### config.mk
export PLATFORM = sky130hd
export DESIGN_NAME = spi_busctl_decoder
export DESIGN_NICKNAME = d
export VERILOG_FILES = /design/src/rtl/spi_busctl_pkg.sv /design/src/rtl/spi_pin_sync.sv /design/src/rtl/spi_frame_rx.sv /design/src/rtl/busctl_cmd_exec.sv /design/src/rtl/spi_busctl_decoder.sv
export SDC_FILE = /design/constraint.sdc
export NUM_CORES = 1
export LEC_CHECK = 0
export BUFFER_PORTS_ARGS = -buffer_cell sky130_fd_sc_hd__buf_4
export CORE_UTILIZATION = 57
export CTS_CLUSTER_DIAMETER = 200
export DETAILED_ROUTE_END_ITERATION = 16
export PLACE_DENSITY = 0.86
export SLEW_MARGIN = 20
export SYNTH_ARGS = -nofsm -noshare
export SYNTH_HDL_FRONTEND = slang
export SYNTH_SLANG_ARGS = --single-unit
### constraint.sdc
create_clock -name clk -period 2.3 [get_ports clk]
set_input_delay 0 -clock clk [delete_from_list [all_inputs] [get_ports clk]]
set_output_delay 0 -clock clk [all_outputs]
set_load 0.01 [all_outputs]
### src/rtl/spi_busctl_pkg.sv
package spi_busctl_pkg;
  localparam int OP_W    = 8;
  localparam int ARG_W   = 8;
  localparam int FRAME_W = OP_W + ARG_W;

  typedef enum logic [OP_W-1:0] {
    OP_RDATA  = 8'h01,
    OP_VECTOR = 8'h02,
    OP_WACK   = 8'h03,
    OP_IRQCTL = 8'h10,
    OP_MUXSEL = 8'h20,
    OP_BUSDIR = 8'h30
  } opcode_e;

  typedef struct packed {
    logic [OP_W-1:0]  op;
    logic [ARG_W-1:0] arg;
  } frame_t;
endpackage

### src/rtl/spi_pin_sync.sv
module spi_pin_sync #(
  parameter int             STAGES  = 2,
  parameter int             LANES   = 3,
  parameter logic [LANES-1:0] RST_VAL = '0
) (
  input  logic             clk,
  input  logic             rst_n,
  input  logic [LANES-1:0] pin_i,
  output logic [LANES-1:0] lvl_o,
  output logic [LANES-1:0] rise_o
);
  genvar g;
  generate
    for (g = 0; g < LANES; g++) begin : g_lane
      logic [STAGES-1:0] chain;
      logic              last;
      always_ff @(posedge clk or negedge rst_n) begin
        if (!rst_n) begin
          chain <= {STAGES{RST_VAL[g]}};
          last  <= RST_VAL[g];
        end else begin
          chain <= {chain[STAGES-2:0], pin_i[g]};
          last  <= chain[STAGES-1];
        end
      end
      assign lvl_o[g]  = chain[STAGES-1];
      assign rise_o[g] = chain[STAGES-1] & ~last;
    end
  endgenerate
endmodule

### src/rtl/spi_frame_rx.sv
module spi_frame_rx
  import spi_busctl_pkg::*;
(
  input  logic   clk,
  input  logic   rst_n,
  input  logic   sclk_rise,
  input  logic   mosi_lvl,
  input  logic   cs_n_lvl,
  input  logic   cs_rise,
  output logic   frame_valid,
  output frame_t frame
);
  localparam int CNT_W   = $clog2(FRAME_W + 2);
  localparam int CNT_SAT = FRAME_W + 1;

  logic [FRAME_W-1:0] shreg;
  logic [CNT_W-1:0]   bitcnt;

  always_ff @(posedge clk or negedge rst_n) begin
    if (!rst_n) begin
      shreg  <= '0;
      bitcnt <= '0;
    end else if (cs_n_lvl) begin
      bitcnt <= '0;
    end else if (sclk_rise) begin
      shreg <= {shreg[FRAME_W-2:0], mosi_lvl};
      if (bitcnt != CNT_W'(CNT_SAT)) bitcnt <= bitcnt + 1'b1;
    end
  end

  always_ff @(posedge clk or negedge rst_n) begin
    if (!rst_n) begin
      frame_valid <= 1'b0;
      frame       <= '0;
    end else begin
      frame_valid <= cs_rise && (bitcnt == CNT_W'(FRAME_W));
      if (cs_rise) frame <= frame_t'(shreg);
    end
  end
endmodule

### src/rtl/busctl_cmd_exec.sv
module busctl_cmd_exec
  import spi_busctl_pkg::*;
#(
  parameter int NMI_CLKS = 8,
  parameter int VID_W    = ARG_W / 2,
  parameter int AUD_W    = ARG_W - VID_W
) (
  input  logic             clk,
  input  logic             rst_n,
  input  logic             frame_valid,
  input  frame_t           frame,
  output logic             rd_valid,
  output logic [ARG_W-1:0] rd_data,
  output logic             vec_valid,
  output logic [ARG_W-1:0] vec_data,
  output logic             wack_valid,
  output logic             host_int_n,
  output logic             host_nmi_n,
  output logic [VID_W-1:0] vid_sel,
  output logic [AUD_W-1:0] aud_sel,
  output logic             bus_drive,
  output logic             bus_hiz
);
  localparam int NCNT_W = $clog2(NMI_CLKS + 1);

  logic [NCNT_W-1:0] nmi_cnt;
  logic              nmi_req;

  assign nmi_req    = frame_valid && (frame.op == OP_IRQCTL) && frame.arg[1];
  assign host_nmi_n = (nmi_cnt == '0);

  always_ff @(posedge clk or negedge rst_n) begin
    if (!rst_n) begin
      nmi_cnt <= '0;
    end else if (nmi_cnt != '0) begin
      nmi_cnt <= nmi_cnt - 1'b1;
    end else if (nmi_req) begin
      nmi_cnt <= NCNT_W'(NMI_CLKS);
    end
  end

  always_ff @(posedge clk or negedge rst_n) begin
    if (!rst_n) begin
      rd_valid   <= 1'b0;
      vec_valid  <= 1'b0;
      wack_valid <= 1'b0;
      rd_data    <= '0;
      vec_data   <= '0;
      host_int_n <= 1'b1;
      vid_sel    <= '0;
      aud_sel    <= '0;
      bus_drive  <= 1'b0;
      bus_hiz    <= 1'b1;
    end else begin
      rd_valid   <= 1'b0;
      vec_valid  <= 1'b0;
      wack_valid <= 1'b0;
      if (frame_valid) begin
        case (frame.op)
          OP_RDATA: begin
            rd_data  <= frame.arg;
            rd_valid <= 1'b1;
          end
          OP_VECTOR: begin
            vec_data  <= frame.arg;
            vec_valid <= 1'b1;
          end
          OP_WACK:   wack_valid <= 1'b1;
          OP_IRQCTL: host_int_n <= ~frame.arg[0];
          OP_MUXSEL: begin
            vid_sel <= frame.arg[VID_W-1:0];
            aud_sel <= frame.arg[ARG_W-1:VID_W];
          end
          OP_BUSDIR: begin
            bus_drive <= frame.arg[0];
            bus_hiz   <= frame.arg[1];
          end
          default: ;
        endcase
      end
    end
  end
endmodule

### src/rtl/spi_busctl_decoder.sv
module spi_busctl_decoder
  import spi_busctl_pkg::*;
#(
  parameter int SYNC_STAGES = 2,
  parameter int NMI_CLKS    = 8
) (
  input  logic       clk,
  input  logic       rst_n,
  input  logic       spi_sclk,
  input  logic       spi_mosi,
  input  logic       spi_cs_n,
  output logic       rd_valid,
  output logic [7:0] rd_data,
  output logic       vec_valid,
  output logic [7:0] vec_data,
  output logic       wack_valid,
  output logic       host_int_n,
  output logic       host_nmi_n,
  output logic [3:0] vid_sel,
  output logic [3:0] aud_sel,
  output logic       bus_drive,
  output logic       bus_hiz
);
  localparam int LANES    = 3;
  localparam int L_SCLK   = 0;
  localparam int L_MOSI   = 1;
  localparam int L_CS     = 2;

  logic [LANES-1:0] pins, lvl, rise;
  logic             frame_valid;
  frame_t           frame;

  assign pins = {spi_cs_n, spi_mosi, spi_sclk};

  spi_pin_sync #(
    .STAGES (SYNC_STAGES),
    .LANES  (LANES),
    .RST_VAL(3'b100)
  ) u_sync (
    .clk   (clk),
    .rst_n (rst_n),
    .pin_i (pins),
    .lvl_o (lvl),
    .rise_o(rise)
  );

  spi_frame_rx u_rx (
    .clk        (clk),
    .rst_n      (rst_n),
    .sclk_rise  (rise[L_SCLK]),
    .mosi_lvl   (lvl[L_MOSI]),
    .cs_n_lvl   (lvl[L_CS]),
    .cs_rise    (rise[L_CS]),
    .frame_valid(frame_valid),
    .frame      (frame)
  );

  busctl_cmd_exec #(
    .NMI_CLKS(NMI_CLKS),
    .VID_W   (4),
    .AUD_W   (4)
  ) u_exec (
    .clk        (clk),
    .rst_n      (rst_n),
    .frame_valid(frame_valid),
    .frame      (frame),
    .rd_valid   (rd_valid),
    .rd_data    (rd_data),
    .vec_valid  (vec_valid),
    .vec_data   (vec_data),
    .wack_valid (wack_valid),
    .host_int_n (host_int_n),
    .host_nmi_n (host_nmi_n),
    .vid_sel    (vid_sel),
    .aud_sel    (aud_sel),
    .bus_drive  (bus_drive),
    .bus_hiz    (bus_hiz)
  );
endmodule

# Word-level counts from Yosys, hierarchy flattened
# Index checks and enable logic that the tools add are counted.
[totals] input_bits=5 register_bits=80 out_inout_bits=31
[classes] eq_ne=8 n_addsub=2 bitwise=6 n_reduce_logical=15 mux=11
[op_table] cell="== test 8 x 2 -> 1 bit, second input constant" n=2
[op_table] cell="== test 8 x 6 -> 1 bit, second input constant" n=2
[op_table] cell="two-way mux 5 bit" n=3
[op_table] cell="AND reduction 2 bit" n=7
[op_table] cell="== test 8 x 1 -> 1 bit, second input constant" n=1
[op_table] cell="== test 8 x 5 -> 1 bit, second input constant" n=1
[op_table] cell="two-way mux 4 bit" n=2
[op_table] cell="two-way mux 1 bit" n=6
[op_table] cell="nonzero test 2 bit" n=3
[op_table] cell="adder 5 x 1 -> 5 bit, second input constant" n=1
[op_table] cell="== test 5 bit, second input constant" n=1
[op_table] cell="!= test 5 bit, second input constant" n=1
[op_table] cell="zero test 4 bit" n=1
[op_table] cell="NOT 1 bit" n=4
[op_table] cell="nonzero test 4 bit" n=1
[op_table] cell="subtractor 4 x 1 -> 4 bit, second input constant" n=1
[op_table] cell="logical AND 1 bit" n=3
[op_table] cell="AND 1 bit" n=2

# Logic depth before layout (Yosys ltp)
# Gate-level depths: netlist of run 1.
[logic_depth] ltp_word=5 ltp_mapped=5

# Cells and area by module
# A second synthesis of run 1 with hierarchy kept.
[hier_totals] cells_unflattened=205 hier_area_um2=3205.6
[by_module_without_submodules] module="spi_frame_rx" n_inst=1 seq_area_each_um2=950.9 area_each_um2=1567.8 cells_per_inst=100
[by_module_without_submodules] module="busctl_cmd_exec" n_inst=1 seq_area_each_um2=853.3 area_each_um2=1345.0 cells_per_inst=90
[by_module_without_submodules] module="spi_pin_sync" n_inst=1 seq_area_each_um2=229.0 area_each_um2=292.8 cells_per_inst=15

# Worst setup path before layout of run 1
# No wires, ideal clock.
[synth_timing] kind="register to register" startpoint="reg u_sync.g_lane[2].chain[1]" endpoint="reg u_rx.frame[0] (netlist name)" setup_slack_ns=0.655 path_buffers=3 path_stages_with_launch=6 arrival_ns=1.520 setup_time_ns=0.125 path_cell_list="dfstp_2 -> buf_2 -> nor2b_1 -> buf_2 -> buf_2 -> mux2_2"
[synth_between] elab_chain_cells=1
[synth_lines] element="start, declared" line="spi_pin_sync.sv:15" source="logic [STAGES-1:0] chain;"
[synth_lines] element="start signal, assigned" line="spi_pin_sync.sv:19" source="chain <= {STAGES{RST_VAL[g]}};"
[synth_lines] element="start signal, assigned" line="spi_pin_sync.sv:22" source="chain <= {chain[STAGES-2:0], pin_i[g]};"
[synth_lines] element="AND 1 bit" line="spi_pin_sync.sv:27" source="assign rise_o[g] = chain[STAGES-1] & ~last;"
# Every way passes these cells.
# A chain may end at the register's enable or synchronous reset.

# Final worst setup path of run 1
[layout_timing] startpoint="reg u_rx.frame[12] (netlist name)" endpoint="reg u_exec.rd_data[6]"
[layout_between] elab_chain_cells=2
[layout_lines] element="== test 8 x 1 -> 1 bit" line="busctl_cmd_exec.sv:59" source="case (frame.op)"
[layout_lines] element="AND reduction 2 bit (no source line)"
[layout_lines] element="end signal, assigned" line="busctl_cmd_exec.sv:61" source="rd_data <= frame.arg;"
[layout_lines] element="end, declared" line="busctl_cmd_exec.sv:13" source="output logic [ARG_W-1:0] rd_data,"
# Every way passes these cells.

==> results of run 1 <==
power by group:
| group | switching, W | internal (W) | total (W) |
|---|---|---|---|
| clock network | 0.000484 | 0.000713 | 0.00120 |
| registers | 0.000144 | 0.00155 | 0.00170 |
| logic | 0.0000878 | 0.000145 | 0.000232 |
sequential cells by signal, summed over array words and instances, names as in the netlist, 2 cells and up:
signal and flops:
u_sync.g_lane.last 2, u_exec.vid_sel 4, u_exec.rd_data 8, u_exec.nmi_cnt 4, u_sync.g_lane.chain 6, u_exec.vec_data 8, u_rx.bitcnt 5, u_rx.frame 16
u_exec.aud_sel 4, u_rx.shreg 16
layout by cell type, fill, tap and decap left out, types with 2 or more instances in the layout:
| cell | instances |
|---|---|
| sky130_fd_sc_hd__mux2i_1 | 2 |
| sky130_fd_sc_hd__nor2b_1 | 2 |
| sky130_fd_sc_hd__inv_1 | 4 |
| sky130_fd_sc_hd__nor2_1 | 4 |
| sky130_fd_sc_hd__o21ai_0 | 6 |
| sky130_fd_sc_hd__clkbuf_8 | 9 |
| sky130_fd_sc_hd__dfstp_2 | 5 |
| sky130_fd_sc_hd__dfrtp_1 | 75 |
| sky130_fd_sc_hd__clkinv_2 | 2 |
| sky130_fd_sc_hd__mux2_2 | 51 |
| sky130_fd_sc_hd__mux2_4 | 8 |
| sky130_fd_sc_hd__a21oi_1 | 3 |
| sky130_fd_sc_hd__ha_1 | 3 |
| sky130_fd_sc_hd__buf_4 | 37 |
| sky130_fd_sc_hd__dlygate4sd3_1 | 4 |
| sky130_fd_sc_hd__bufinv_16 | 3 |
| sky130_fd_sc_hd__or3_1 | 2 |
| sky130_fd_sc_hd__nor3_1 | 2 |
| sky130_fd_sc_hd__nand2_1 | 5 |
| sky130_fd_sc_hd__nand2b_1 | 4 |
critical path: stages, from the launching register on:
cell and delay, ps:
sky130_fd_sc_hd__dfrtp_1 460, sky130_fd_sc_hd__nor4b_4 360, sky130_fd_sc_hd__and4b_1 640, sky130_fd_sc_hd__mux2_4 350
layout make-up:
cell class | instances | area share [%]
clock buffers | 9 | 3.297
clock inverters | 6 | 2.897
well taps | 70 | 2.331
inverters | 4 | 0.3996
repair buffers | 41 | 8.458
multi-input cells | 111 | 29.17
flip-flops and latches | 80 | 53.45
Yosys cell counts (2+ instances only):
cell type,n,area [um2]
sky130_fd_sc_hd__dfrtp_1,75,1877
sky130_fd_sc_hd__mux2_2,51,574.3
sky130_fd_sc_hd__mux2_4,8,120.1
sky130_fd_sc_hd__o21ai_0,6,30.03
sky130_fd_sc_hd__dfstp_2,5,131.4
sky130_fd_sc_hd__nand2_1,5,18.77
sky130_fd_sc_hd__inv_1,4,15.01
sky130_fd_sc_hd__nand2b_1,4,25.02
sky130_fd_sc_hd__nor2_1,4,15.01
sky130_fd_sc_hd__a21oi_1,3,15.01
sky130_fd_sc_hd__buf_2,3,15.01
sky130_fd_sc_hd__ha_1,3,37.54
sky130_fd_sc_hd__mux2i_1,2,20.02
sky130_fd_sc_hd__nor2b_1,2,12.51
sky130_fd_sc_hd__nor3_1,2,10.01
sky130_fd_sc_hd__or3_1,2,12.51
cell families after synthesis:
group	count (synthesis)	share of synthesized area, %
AO/OA/AOI/OAI	11	1.905
adder cells (fa/ha/maj)	3	1.191
buffers and inverters	9	1.547
flip-flops	80	63.69
multiplexers	61	22.66
AND/OR/NAND/NOR	36	9.008
worst paths after layout:
| path | end | slack [ps] | depth (start not counted) |
|---|---|---|---|
| worst max-delay path | u_exec.rd_data[6]$_DFFE_PN0P_ | 370 | 3 |
| worst min-delay path | u_sync.g_lane[0].chain[0]$_DFF_PN0_ | 300 | 2 |
| worst max register to register | u_exec.rd_data[6]$_DFFE_PN0P_ | 370 | 3 |
| worst min register to register | u_sync.g_lane[0].chain[1]$_DFF_PN0_ | 350 | 0 |
| max in group asynchronous | u_exec.vec_data[6]$_DFFE_PN0P_ | 1350 | 2 |
| min in group asynchronous | u_sync.g_lane[0].last$_DFF_PN0_ | 340 | 2 |
routing by layer:
| layer | wire length [um] | GRT usage [%] | vias to the layer above |
|---|---|---|---|
| li1 | - | - | 806 |
| met1 | 2513 | 27.81 | 861 |
| met2 | 2385 | 30.81 | 39 |
| met3 | 232 | 8.263 | 10 |
| met4 | 93 | 6.923 | 0 |
| met5 | 0 | 0 | - |
what timing repair did:
item | in CTS | in global routing
endpoints found under the hold margin | 78 | 0
hold buffers | 4 | 0
setup buffers | 0 | 0
through the flow:
stage                     hold WS, ps  utilization (%)  cells  power [W]  area, um2
after detailed placement        109.8            66.95    302   0.001950       3485
after floorplan                -295.6                -    200   0.001846       3153
after global routing            276.5            72.19    321   0.003265       3757
after CTS                       281.0            72.19    321   0.003155       3757
after global placement          108.7            66.95    302   0.001935       3485
final                           301.4            72.19    321   0.003124       3757
==> results.md, run 1 <==
## Worst setup path
- reg2reg — Critical Setup Path Class
- flop — kind of start point of the critical path
- flop — nature of the critical path endpoint
- 2160 ps — worst path arrival time
- 9 — Crit Path Max Fanout
- 2540 ps — required time worst endpoint
- u_rx.frame[12]$_DFFE_PN0P_ — reg-to-reg critical path startpoint
- u_rx.frame[12]$_DFFE_PN0P_ — origin of the worst setup path

## Drt
- 0 — remaining routing DRC violations
- 4 — number of detailed-routing iterations run before antenna repair
- 117 — drt first-iter violations
- 1,716 — count of vias placed by the detailed router
- 0 — number of nets with antenna violations after routing
- 5.225 mm — wire length after detailed routing
- 16.28 um — post-detailed-route wirelength per cell
- 5.346 — via-per-instance ratio

## Synthesis
- 63.69% — sequential fraction of the synthesis area
- 3153 um2 — synthesized area
- sky130_fd_sc_hd__dfrtp_1 — top_reg_cell synth
- 208 — number of nets in the synthesized netlist
- 0 — number of enable flip-flop cells after synthesis
- 200 — gate count of the mapped netlist
- 0 — number of warnings issued by yosys
- 100.0% — fraction of registers with async set or reset after synthesis
- 80 — post-synthesis register bit count
- 37 — library cells used by synthesis
- 15.77 um2 — per-instance average area after synthesis

## Global route
- 81 — maximum number of pins on one net before global-route repair
- 1,784 — vias in the first global route
- 0 — antenna violations before repair
- 9.018 mm — first-pass GRT wire length
- 0 — final global-route overflow total
- 20.68% — total routing resource utilization after global routing

## Cells and area
- 1096 um2 — area of the multi-input gates
- 2008 um2 — flip-flop and latch area
- 19.17% — area overhead of the layout relative to synthesis
- 350 — number of fill cells in the layout
- 0 — Diodes inserted
- 50.20% — ratio of cells with drive above 1 in the final layout
- 255 — nets@finish

## STA
- 36.50% — Relative slew margins
- false — unrepaired setup endpoints after global routing
- 1929 ps — minimum period implied by the final worst setup slack
- 83.85% — final worst-path cycle share
- 371.4 ps — fin worst setup slack
- 0 ps — Sum Neg Setup Slack
- 952.6 ps — Least-Margin Pin Slew
- 0 — Finish-stage setup viols
- 11.22 ps — skew final
- 0.5185 GHz — highest clock frequency the design can meet
- 0 — Hold Violations, Final
- 0 — max-slew violation total from the final report

## Clock tree
- 350 ps — clock network latency to the later pin of the worst-skew pair
- 3 — H-tree Lvls
- 9 — total clock buffers created by CTS
- 0 — total of cells resized after clock tree synthesis
- 80 — number of clock sinks seen by CTS
- sky130_fd_sc_hd__clkbuf_8 — Clock Tree Root
- 2 — maximum root-to-sink buffer count
- done — TritonCTS clock tree
- 70 ps — CTS clock-pin slew for the worst setup and hold paths

## Floorplanning
- 5205 um2 — area of the core region
- 5833 um2 — full die area
- 76.38 um — die height
- 76.38 um — x dimension of the die
- 26 — FP Rows
- 60.58% — starting density of the core
- 36 — Ports

## Placed design
- 35 — input/output buffers
- 0.7144 — RD Place Congestion
- 3.293 mm — HPWL Detailed
- 377.2 ps — DP Worst Slack

## Job
- 0 — total of max-cap violations

## Pwr
- 1.909 nW — leak pwr
- 831.5 nW/um2 — pwr/cell area
- 0.7053 mV — Max rail drop VDD

## Run status
- completed — result of the run

## Worst hold path
- spi_sclk — hold path startpoint
- in2reg — HP Class

(Power assumes the default switching activity.)
==> run 2: changes to the inputs <==
- ABC_AREA: unset -> 1
- CORE_UTILIZATION: 57 -> 52
- PLACE_DENSITY: 0.86 -> 0.83
- clock period: 2.3 -> 1.6 ns (I/O delays scaled with it)
==> results.md, run 2 <==
## Floorplanning
- 36 — Ports
- 6756 um2 — full die area
- 82.20 um — die height
- 6061 um2 — area of the core region
- 82.20 um — x dimension of the die
- 28 — FP Rows
- 55.18% — starting density of the core

## Synthesis
- sky130_fd_sc_hd__dfrtp_1 (56%), sky130_fd_sc_hd__nand2_1 (13%), sky130_fd_sc_hd__nand3_1 (4.5%) — leading post-synthesis cells by cell area
- 60.04% — sequential fraction of the synthesis area
- 80 — post-synthesis register bit count
- 0 — number of warnings issued by yosys
- 9.528 um2 — per-instance average area after synthesis
- sky130_fd_sc_hd__dfrtp_1 — top_reg_cell synth
- 359 — number of nets in the synthesized netlist
- 0 — number of enable flip-flop cells after synthesis
- sky130_fd_sc_hd__nand2_1 (112), sky130_fd_sc_hd__dfrtp_1 (75), sky130_fd_sc_hd__inv_1 (37), sky130_fd_sc_hd__nand3_1 (30), sky130_fd_sc_hd__o21ai_0 (30) — most frequent cells after synthesis
- sky130_fd_sc_hd__dfrtp_1 — library cell occupying the most area in the post-synthesis netlist
- sky130_fd_sc_hd__nand2_1 — cell with the most instances after synthesis
- 3344 um2 — synthesized area
- 26 — library cells used by synthesis
- 351 — gate count of the mapped netlist
- 56.12% — share of Yosys cell area claimed by the top area cell type
- 100.0% — fraction of registers with async set or reset after synthesis

## Worst setup path
- 1660 ps — worst path arrival time
- 1 — CP Buf/Inv Count
- flop — kind of start point of the critical path
- 12 — Crit Path Max Fanout
- reg2reg — Critical Setup Path Class
- nand3_2, inv_2, nand2_4, nand2_1, nand2_1 — cell-by-cell listing of the critical path
- 600 ps — delay of the slowest cell on the worst path
- flop — nature of the critical path endpoint
- sky130_fd_sc_hd__nand2_1 — most common cell type on the critical path
- sky130_fd_sc_hd__dfrtp_1 — slowest stage cell on the critical path
- flip-flops — CP delay by family, top
- 1840 ps — required time worst endpoint

## Clock tree
- 340 ps — clock network latency to the later pin of the worst-skew pair
- 3 — H-tree Lvls
- 0 — total of cells resized after clock tree synthesis
- sky130_fd_sc_hd__clkbuf_8 — Clock Tree Root
- 2 — maximum root-to-sink buffer count
- 80 ps — CTS clock-pin slew for the worst setup and hold paths
- 0 — total setup buffers inserted after CTS
- 80 — number of clock sinks seen by CTS
- 9 — total clock buffers created by CTS
- 4 — quantity of hold-fixing buffers added after cts
- done — TritonCTS clock tree

## Cells and area
- 403 — nets@finish
- 21.75% — ratio of cells with drive above 1 in the final layout
- sky130_fd_sc_hd__nand2_1 (112), sky130_fd_sc_hd__dfrtp_1 (75), sky130_fd_sc_hd__inv_1 (37), sky130_fd_sc_hd__buf_4 (36) — leading cell types in the layout, fill and taps excluded
- u_rx.frame (16), u_rx.shreg (16) — largest registers
- 0 — Diodes inserted
- 2008 um2 — flip-flop and latch area
- 481 — number of fill cells in the layout
- sky130_fd_sc_hd__nand2_1 — commonest non-fill, non-tap cell in the layout
- 1121 um2 — area of the multi-input gates
- 3935 um2 — finished layout cell area
- 17.66% — area overhead of the layout relative to synthesis

## Drt
- 4 — number of detailed-routing iterations run before antenna repair
- 2,400 — count of vias placed by the detailed router
- 5.962 mm — wire length after detailed routing
- 163 — drt first-iter violations
- 5.053 — via-per-instance ratio
- 0 — remaining routing DRC violations
- 0 — number of nets with antenna violations after routing
- 12.55 um — post-detailed-route wirelength per cell

## Run status
- completed — result of the run

## Placed design
- 0.8193 — RD Place Congestion
- 35 — input/output buffers
- 3680 um2 — Placed Instance Area
- 4.054 mm — HPWL Detailed

## STA
- 70.56% — Relative slew margins
- 88.66% — final worst-path cycle share
- 441.6 ps — Least-Margin Pin Slew
- 144.9 ps — Worst Hold Margin
- 0 — Hold Violations, Final
- 0 — max-slew violation total from the final report
- 0 ps — Sum Neg Setup Slack
- 1418 ps — minimum period implied by the final worst setup slack
- 0 — Finish-stage setup viols
- 0.7050 GHz — highest clock frequency the design can meet
- 10.96 ps — skew final
- false — unrepaired setup endpoints after global routing

## Global route
- 20.81% — total routing resource utilization after global routing
- 0 — final global-route overflow total
- 0 — antenna violations before repair
- 48 — maximum number of pins on one net before global-route repair
- 2,267 — vias in the first global route
- 10.27 mm — first-pass GRT wire length

## Pwr
- 0.004262 W — final total power
- 1083 nW/um2 — pwr/cell area
- 2.031 nW — leak pwr
- 0.6298 mV — Max rail drop VDD

## Job
- 0 — total of max-cap violations

## Worst hold path
- in2async — HP Class

==> run 2: power by group <==
group | internal, W | leakage, nW | switching [W]
clock network | 0.000918 | 0.110 | 0.000678
registers | 0.00216 | 1.07 | 0.000133
logic | 0.000136 | 0.852 | 0.000242
==> run 2: cell families (layout without fill, tap and decap cells) <==
family          count (synthesis)  count (layout)  synth area share, %
compound gates                 47              47                8.829
simple gates                  173             173                23.57
buf+inv                        48              97                6.434
flops                          80              80                60.05
fa+ha+maj                       3               3                1.122
==> run 2: worst paths after layout <==
check,cells past startpoint,start,slack [ps],endpoint
setup / recovery,5,u_rx.frame_valid$_DFF_PN0_,180,u_exec.vec_data[1]$_DFFE_PN0P_
min in group clk,2,spi_sclk,310,u_sync.g_lane[0].chain[0]$_DFF_PN0_
max in group asynchronous,3,rst_n,810,u_sync.g_lane[2].last$_DFF_PN1_
hold reg to reg,0,u_sync.g_lane[0].chain[0]$_DFF_PN0_,360,u_sync.g_lane[0].chain[1]$_DFF_PN0_
setup reg to reg,5,u_rx.frame_valid$_DFF_PN0_,180,u_exec.vec_data[1]$_DFFE_PN0P_
hold / removal,2,rst_n,140,u_rx.bitcnt[1]$_DFFE_PN0P_
==> run 2: cell type report <==
type / count / share of cell area (%)
Multi-Input combinational cell: 223 / 28.49
Sequential cell: 80 / 51.03
Clock buffer: 12 / 3.688
Timing Repair Buffer: 42 / 8.903
Inverter: 39 / 3.720
Tap cell: 75 / 2.385
Clock inverter: 4 / 1.781
==> run 2: worst reg2reg max path, delay by kind of cell, from the launching register on <==
kind	cells	cell delay (ps)
flops	1	600
simple gates	4	510
buf+inv	1	220
==> run 2: per-layer routing <==
layer	vias up	wire (um)	track usage [%]
met4	0	122	11.05
met5	-	0	0
li1	1198	-	-
met1	1142	2838	27.44
met3	11	251	3.956
met2	49	2749	32.56
==> run 2: metrics by stage <==
step                worst slack (ps)  std cells  utilization [%]
floorplan                      326.5        351                -
global placement               277.8        455            60.71
detailed placement             179.2        455            60.71
CTS                            189.5        475            64.93
global route                   43.43        475            64.93
finish                         181.5        475            64.93
